<file path="config.mk">
export PLATFORM = sky130hd
export DESIGN_NAME = lmr_seq_top
export DESIGN_NICKNAME = d
export VERILOG_FILES = /design/src/rtl/lmr_pkg.sv /design/src/rtl/lmr_mode_table.sv /design/src/rtl/lmr_bus_port.sv /design/src/rtl/lmr_poll_timer.sv /design/src/rtl/lmr_seq_top.sv
export SDC_FILE = /design/constraint.sdc
export NUM_CORES = 1
export LEC_CHECK = 0
export CAP_MARGIN = 25
export CORE_MARGIN = 2
export CORE_UTILIZATION = 49
export CTS_CLUSTER_SIZE = 30
export DETAILED_ROUTE_END_ITERATION = 16
export GPL_ROUTABILITY_DRIVEN = 0
export GPL_TIMING_DRIVEN = 1
export PLACE_DENSITY = 0.95
export SLEW_MARGIN = 20
export SYNTH_ARGS = -nofsm -noshare
export SYNTH_HDL_FRONTEND = slang
export SYNTH_SLANG_ARGS = --single-unit
</file>
<file path="constraint.sdc">
create_clock -name clk -period 5.96 [get_ports clk]
set_input_delay 1.192 -clock clk [delete_from_list [all_inputs] [get_ports clk]]
set_output_delay 1.192 -clock clk [all_outputs]
set_load 0.05 [all_outputs]
</file>
<file path="src/rtl/lmr_pkg.sv">
package lmr_pkg;

  localparam int ADDR_W    = 16;
  localparam int DATA_W    = 32;
  localparam int MODE_WRS  = 4;
  localparam int MIDX_W    = $clog2(MODE_WRS);
  localparam int NUM_MODES = 6;

  localparam logic [2:0] SP_ETH  = 3'd0;
  localparam logic [2:0] SP_XCVR = 3'd1;
  localparam logic [2:0] SP_FEC  = 3'd2;
  localparam logic [2:0] SP_RCFG = 3'd3;
  localparam logic [2:0] SP_ATTR = 3'd4;

  localparam logic [10:0] OFF_SOFTRST  = 11'h310;
  localparam logic [10:0] OFF_RELOAD   = 11'h091;
  localparam logic [10:0] OFF_RCFG_RST = 11'h00E;
  localparam logic [10:0] OFF_SER_EN   = 11'h001;
  localparam logic [10:0] OFF_ANA_RST  = 11'h002;
  localparam logic [10:0] OFF_LOOP     = 11'h008;
  localparam logic [10:0] OFF_ADAPT_GO = 11'h00A;
  localparam logic [10:0] OFF_ADAPT_ST = 11'h00B;

  typedef struct packed {
    logic              rd;
    logic [ADDR_W-1:0] addr;
    logic [DATA_W-1:0] data;
  } bus_op_t;

  function automatic logic [ADDR_W-1:0] mk_addr(logic [2:0] sp, logic [1:0] ch, logic [10:0] off);
    return {sp, ch, off};
  endfunction

  function automatic bus_op_t wr_op(logic [2:0] sp, logic [1:0] ch, logic [10:0] off, logic [DATA_W-1:0] d);
    bus_op_t o;
    o.rd   = 1'b0;
    o.addr = mk_addr(sp, ch, off);
    o.data = d;
    return o;
  endfunction

  function automatic logic mode_valid(logic [2:0] m);
    return int'(m) < NUM_MODES;
  endfunction

  function automatic logic [DATA_W-1:0] fec_code(logic [2:0] m);
    case (m)
      3'd0, 3'd4: return 32'd1;
      3'd1:       return 32'd2;
      3'd2:       return 32'd3;
      default:    return 32'd0;
    endcase
  endfunction

  function automatic logic [DATA_W-1:0] lane_cfg(logic [2:0] m);
    return (m >= 3'd4) ? 32'h4 : 32'h1;
  endfunction

  function automatic logic [DATA_W-1:0] rate_code(logic [2:0] m);
    return (m == 3'd1 || m == 3'd2) ? 32'h26 : 32'h25;
  endfunction

  // effective poll limit: zero is treated as one read
  function automatic logic [16:0] eff_limit(logic [15:0] lim);
    return (lim == 16'd0) ? 17'd1 : {1'b0, lim};
  endfunction

endpackage

</file>
<file path="src/rtl/lmr_mode_table.sv">
module lmr_mode_table
  import lmr_pkg::*;
(
  input  logic [2:0]        mode,
  input  logic [MIDX_W-1:0] idx,
  output bus_op_t           op
);

  always_comb begin
    case (idx)
      MIDX_W'(0): op = wr_op(SP_ETH,  2'd0, 11'h300, lane_cfg(mode));
      MIDX_W'(1): op = wr_op(SP_XCVR, 2'd0, 11'h0A0, rate_code(mode));
      MIDX_W'(2): op = wr_op(SP_FEC,  2'd0, 11'h004, fec_code(mode));
      default:    op = wr_op(SP_RCFG, 2'd0, 11'h010, {29'd0, mode});
    endcase
  end

endmodule

</file>
<file path="src/rtl/lmr_bus_port.sv">
module lmr_bus_port
  import lmr_pkg::*;
(
  input  logic              clk,
  input  logic              rst_n,
  input  logic              req,
  input  bus_op_t           op,
  output logic [ADDR_W-1:0] bus_addr,
  output logic [DATA_W-1:0] bus_wdata,
  output logic              bus_write,
  output logic              bus_read,
  input  logic              bus_waitreq,
  output logic              acc
);

  assign bus_addr  = op.addr;
  assign bus_wdata = op.data;
  assign bus_write = req && !op.rd;
  assign bus_read  = req && op.rd;
  assign acc       = req && !bus_waitreq;

  // stalled request holds its contents
  p_hold_req_r8: assert property (@(posedge clk) disable iff (!rst_n)
    (bus_write || bus_read) && bus_waitreq |=>
      (bus_write || bus_read) && $stable(bus_addr) && $stable(bus_wdata) && $stable(bus_write));

  // one direction at a time
  p_one_dir_r8: assert property (@(posedge clk) disable iff (!rst_n)
    !(bus_write && bus_read));

endmodule

</file>
<file path="src/rtl/lmr_poll_timer.sv">
module lmr_poll_timer #(
  parameter int CNT_W = 16
) (
  input  logic             clk,
  input  logic             rst_n,
  input  logic             clr,
  input  logic             tick,
  input  logic [CNT_W-1:0] limit,
  output logic             last_try
);

  logic [CNT_W:0] cnt_q;
  logic [CNT_W:0] eff;

  always_comb begin
    eff = (limit == '0) ? (CNT_W+1)'(1) : {1'b0, limit};
  end

  assign last_try = (cnt_q + (CNT_W+1)'(1)) >= eff;

  always_ff @(posedge clk) begin
    if (!rst_n)    cnt_q <= '0;
    else if (clr)  cnt_q <= '0;
    else if (tick) cnt_q <= cnt_q + (CNT_W+1)'(1);
  end

  // a new run starts with a fresh poll count
  p_cnt_clr_r10: assert property (@(posedge clk) disable iff (!rst_n)
    clr |=> cnt_q == '0);

endmodule

</file>
<file path="src/rtl/lmr_seq_top.sv">
module lmr_seq_top
  import lmr_pkg::*;
#(
  parameter int NUM_CH = 4,
  parameter int CNT_W  = 16
) (
  input  logic              clk,
  input  logic              rst_n,
  input  logic              start,
  input  logic [2:0]        mode,
  input  logic              loopback_en,
  input  logic [CNT_W-1:0]  adapt_limit,
  output logic              busy,
  output logic              done,
  output logic              err,
  output logic [ADDR_W-1:0] bus_addr,
  output logic [DATA_W-1:0] bus_wdata,
  output logic              bus_write,
  output logic              bus_read,
  input  logic              bus_waitreq,
  input  logic [DATA_W-1:0] bus_rdata
);

  localparam int RLD0   = 3;
  localparam int MODE0  = RLD0 + NUM_CH;
  localparam int EN     = MODE0 + MODE_WRS;
  localparam int RR1    = EN + 1;
  localparam int RR0    = EN + 2;
  localparam int HOLD2  = EN + 3;
  localparam int LB     = EN + 4;
  localparam int ADS    = EN + 5;
  localparam int POLL   = EN + 6;
  localparam int REL    = EN + 7;
  localparam int STEP_W = $clog2(REL + 1);

  logic              busy_q, done_q, err_q, lb_q;
  logic [2:0]        mode_q;
  logic [STEP_W-1:0] step_q;
  logic [MIDX_W-1:0] mode_idx;
  bus_op_t           cur_op, mode_op;

  // named internal events
  logic start_ok, start_bad, acc, poll_acc, poll_ok, poll_miss, tmo_hit, fin_acc, last_try;

  assign start_ok  = start && !busy_q && mode_valid(mode);
  assign start_bad = start && !busy_q && !mode_valid(mode);

  assign mode_idx = MIDX_W'(int'(step_q) - MODE0);

  lmr_mode_table u_tab (
    .mode (mode_q),
    .idx  (mode_idx),
    .op   (mode_op)
  );

  always_comb begin
    int s;
    s = int'(step_q);
    cur_op = wr_op(SP_ETH, 2'd0, OFF_SOFTRST, 32'h0);
    if (s == 0)              cur_op = wr_op(SP_ATTR, 2'd0, OFF_SER_EN, 32'h0);
    else if (s == 1)         cur_op = wr_op(SP_ETH,  2'd0, OFF_SOFTRST, 32'h6);
    else if (s == 2)         cur_op = wr_op(SP_ATTR, 2'd0, OFF_ANA_RST, 32'h1);
    else if (s < MODE0)      cur_op = wr_op(SP_XCVR, 2'(s - RLD0), OFF_RELOAD, 32'h1);
    else if (s < EN)         cur_op = mode_op;
    else if (s == EN)        cur_op = wr_op(SP_ATTR, 2'd0, OFF_SER_EN, 32'h1);
    else if (s == RR1)       cur_op = wr_op(SP_RCFG, 2'd0, OFF_RCFG_RST, 32'h1);
    else if (s == RR0)       cur_op = wr_op(SP_RCFG, 2'd0, OFF_RCFG_RST, 32'h0);
    else if (s == HOLD2)     cur_op = wr_op(SP_ETH,  2'd0, OFF_SOFTRST, 32'h6);
    else if (s == LB)        cur_op = wr_op(SP_ATTR, 2'd0, OFF_LOOP, {31'd0, lb_q});
    else if (s == ADS)       cur_op = wr_op(SP_ATTR, 2'd0, OFF_ADAPT_GO, 32'h1);
    else if (s == POLL) begin
      cur_op    = wr_op(SP_ATTR, 2'd0, OFF_ADAPT_ST, 32'h0);
      cur_op.rd = 1'b1;
    end
  end

  lmr_bus_port u_bus (
    .clk         (clk),
    .rst_n       (rst_n),
    .req         (busy_q),
    .op          (cur_op),
    .bus_addr    (bus_addr),
    .bus_wdata   (bus_wdata),
    .bus_write   (bus_write),
    .bus_read    (bus_read),
    .bus_waitreq (bus_waitreq),
    .acc         (acc)
  );

  assign poll_acc  = acc && (int'(step_q) == POLL);
  assign poll_ok   = poll_acc && (bus_rdata == 32'h1);
  assign poll_miss = poll_acc && (bus_rdata != 32'h1);
  assign tmo_hit   = poll_miss && last_try;
  assign fin_acc   = acc && (int'(step_q) == REL);

  lmr_poll_timer #(.CNT_W(CNT_W)) u_tmr (
    .clk      (clk),
    .rst_n    (rst_n),
    .clr      (start_ok),
    .tick     (poll_miss),
    .limit    (adapt_limit),
    .last_try (last_try)
  );

  always_ff @(posedge clk) begin
    if (!rst_n) begin
      busy_q <= 1'b0;
      done_q <= 1'b0;
      err_q  <= 1'b0;
      lb_q   <= 1'b0;
      mode_q <= '0;
      step_q <= '0;
    end else begin
      done_q <= fin_acc;
      if (start_ok) begin
        busy_q <= 1'b1;
        err_q  <= 1'b0;
        step_q <= '0;
        mode_q <= mode;
        lb_q   <= loopback_en;
      end else if (start_bad) begin
        err_q <= 1'b1;
      end else if (busy_q) begin
        if (tmo_hit) begin
          busy_q <= 1'b0;
          err_q  <= 1'b1;
        end else if (fin_acc) begin
          busy_q <= 1'b0;
        end else if (acc && (int'(step_q) != POLL || poll_ok)) begin
          step_q <= step_q + STEP_W'(1);
        end
      end
    end
  end

  assign busy = busy_q;
  assign done = done_q;
  assign err  = err_q;

  // bus silent while idle
  p_idle_quiet_r1: assert property (@(posedge clk) disable iff (!rst_n)
    !busy |-> !bus_write && !bus_read);

  // accepted start opens with interface disable
  p_first_access_r2: assert property (@(posedge clk) disable iff (!rst_n)
    start_ok |=> busy && bus_write && bus_addr == mk_addr(SP_ATTR, 2'd0, OFF_SER_EN) && bus_wdata == 32'h0);

  // done only follows an accepted release write
  p_done_after_rel_r9: assert property (@(posedge clk) disable iff (!rst_n)
    done |-> $past(bus_write && !bus_waitreq && bus_addr == mk_addr(SP_ETH, 2'd0, OFF_SOFTRST) && bus_wdata == 32'h0));

  // expired poll ends the run in error
  p_tmo_err_r10: assert property (@(posedge clk) disable iff (!rst_n)
    tmo_hit |=> err && !busy && !bus_write && !bus_read);

  // rejected mode raises error with no traffic
  p_bad_mode_r11: assert property (@(posedge clk) disable iff (!rst_n)
    start_bad |=> err && !busy && !bus_write && !bus_read);

  // done is a single pulse
  p_done_pulse_r13: assert property (@(posedge clk) disable iff (!rst_n)
    done |=> !done);

endmodule

</file>
==> flow_summary.yaml <==
timing:
  slew_headroom: 0.341
  finalCritPeriodShare: 0.770
  maxSlewViolCount: 0
  hold_viol: 0
  fmax_mhz: 218
  setup_viol: 0
  worstMarginPinSlew_ps: 988
  grt_setup_unrepaired: "no"
  fin_worst_skew_ps: 7.81
  period_minus_slack_ps: 4590
  setup_tns_ps: 0
pwr:
  switching_share: 0.346
  pwr-share-clk: 0.303
  p_leak_uw: 0.00154
  pwr-share-seq: 0.379
  switching_power_uw: 185
  combPwrFrac: 0.318
  peakVddDrop_uv: 132
  power.internal_uw: 351
  p_per_area_nw_per_um2: 146
synth:
  synth_top_flop_cell: "dfxtp_1"
  syn_area_per_cell_um2: 7.48
  async_flop_share: 0
  ys_seq_area_frac: 0.200
  synth_edf_count: 0
  ys_types: 57
  syn_inst: 387
  ys_seq_elements: 29
  ys_warn_count: 0
  syn-cell-area_um2: 2900
floorplan:
  dieArea_um2: 6540
  coreArea_um2: 5820
  num_rows: 28
  die_y_um: 80.9
  start_util: 0.498
  io_pins: 109
  die_x_um: 80.9
finish:
  diodes: 0
  mostFrequentLayoutCells: "clkdlybuf4s50_1 (78), nor2_1 (42), nand2_1 (36)"
  final_common_cell: "clkdlybuf4s50_1"
  drive_above_1_share: 0.0352
  area_growth_pct: 26.3
  final_nets: 536
  final_core_util: 0.629
grt:
  antenna_found_initial: 0
  grt_pass1_wl_um: 11100
  grt_pass1_vias: 2565
  grt_use_total: 0.214
  grt_max_degree: 24
  overflow: 0
cts:
  hold_buffers: 0
  cts_resized: 0
  htreeDepth: 2
  clk_pin_slew_ps: 60
  clockRootBuffer: "clkbuf_8"
  postCtsSetupBuffers: 0
  cts_tree: "built"
  clock-sinks: 29
  clock_latency_ps: 280
  numCtsBuffers: 5
  cts_buffer_depth: 2
drt:
  vias: 2969
  wl_um: 7250
  dr.pass1.iters: 6
  wire_per_inst_um: 13.7
  post_drt_via_cell_ratio: 5.61
  drtIter0Drc: 344
  ant_nets: 0
  drc_errors: 0
critical_path:
  worstPathArrival_ps: 3390
  worstPathMaxFanout: 12
  crit_path_end_kind: "output pin"
  cp-start-kind: "flip-flop"
  r2r.worst_path.cells: 11
  cp.required_ps: 4770
  critPathKind: "flip-flop to output pin"
run_status:
  outcome: "finished, final reports clean"
min_path:
  min_path_cells: 2
  hold_path.class: "flip-flop to flip-flop"
flow_run:
  maxCapViolCount: 0
place:
  io_buffers: 78
  hpwl_um: 5680
## cell usage after synthesis (2+ instances only)
cell / number / area share
nor2_1: 42 / 0.054
nand2_1: 36 / 0.047
buf_4: 33 / 0.086
dfxtp_1: 29 / 0.20
ha_1: 26 / 0.11
inv_1: 26 / 0.034
a21oi_1: 24 / 0.041
o21ai_0: 17 / 0.029
xnor2_1: 16 / 0.048
xor2_1: 15 / 0.045
nor4_1: 12 / 0.026
nand3_1: 10 / 0.017
nand4_1: 10 / 0.022
clkbuf_1: 8 / 0.010
nor3_1: 7 / 0.012
buf_2: 5 / 0.0086
or3_1: 5 / 0.011
a211oi_1: 4 / 0.010
a21o_1: 4 / 0.010
a31oi_1: 4 / 0.0086
nor3b_1: 4 / 0.010
and2_1: 3 / 0.0065
and3_1: 3 / 0.0065
and3b_1: 3 / 0.0091
mux2i_1: 3 / 0.010
nand4_2: 2 / 0.0086
nor2b_1: 2 / 0.0043
o2111ai_1: 2 / 0.0060
o211ai_1: 2 / 0.0052
o31ai_1: 2 / 0.0052
o41ai_1: 2 / 0.0060
## cell families after synthesis
family / after synthesis / synth area share
simple gates: 149 / 0.273
compound gates: 75 / 0.169
buf+inv: 73 / 0.140
xor+xnor: 31 / 0.0937
flops: 29 / 0.200
fa+ha+maj: 26 / 0.112
mux: 3 / 0.0104
other cells: 1 / 0.00129
## final timing paths
path	from	slack, ps	endpoint
max reg2reg	u_tmr.cnt_q[0]	2600	err
min	err	510	err
max	step_q[0]	1370	bus_addr[9]
min reg2reg	err	510	err
## metrics by stage
step	std cells	worst slack [ps]	total power, µW	hold slack, ps	instance area, µm²
5_1_grt	529	1240	558	522	3660
4_1_cts	529	1470	537	514	3660
3_5_place_dp	522	1770	376	464	3570
6_report	529	1370	536	512	3660
3_3_place_gp	522	1920	373	468	3570
2_1_floorplan	416	1750	329	467	3010
## sequential cells by signal (all words and copies together) (netlist names)
name and flops:
u_tmr.cnt_q 17, step_q 5, mode_q 3, done 1
busy 1, lb_q 1, err 1
## cell type report
| class | instances | area [µm²] |
|---|---|---|
| clock buffer | 7 | 86.3 |
| fill | 480 | 2160 |
| inverter | 26 | 97.6 |
| multi-input combinational | 314 | 2020 |
| sequential | 29 | 581 |
| tap | 75 | 93.8 |
| timing repair buffer | 78 | 781 |
## worst max-delay path, stage by stage (launching register included)
cell	delay, ps
dfxtp_1	560
inv_1	210
ha_1	370
nor2_1	380
a21oi_1	80
o21ai_0	210
and2_1	190
a21oi_1	50
o22ai_1	220
clkdlybuf4s50_1	850
## layer usage
layer  GRT usage  vias up  wire length [µm]
li1            -     1431                 -
met1       0.266     1350              2890
met2       0.366      166              3490
met3      0.0544       22               720
met4      0.0593        0               159
met5           0        -                 0
## power groups by stage
| stage | Clock (µW) | Combinational (µW) | Sequential, µW |
|---|---|---|---|
| after floorplan | 0 | 120 | 209 |
| after global placement | 0 | 166 | 207 |
| after detailed placement | 0 | 169 | 207 |
| after CTS | 165 | 169 | 203 |
| after global routing | 174 | 180 | 203 |
| final | 163 | 170 | 203 |
Power figures use the tool's default switching activity.
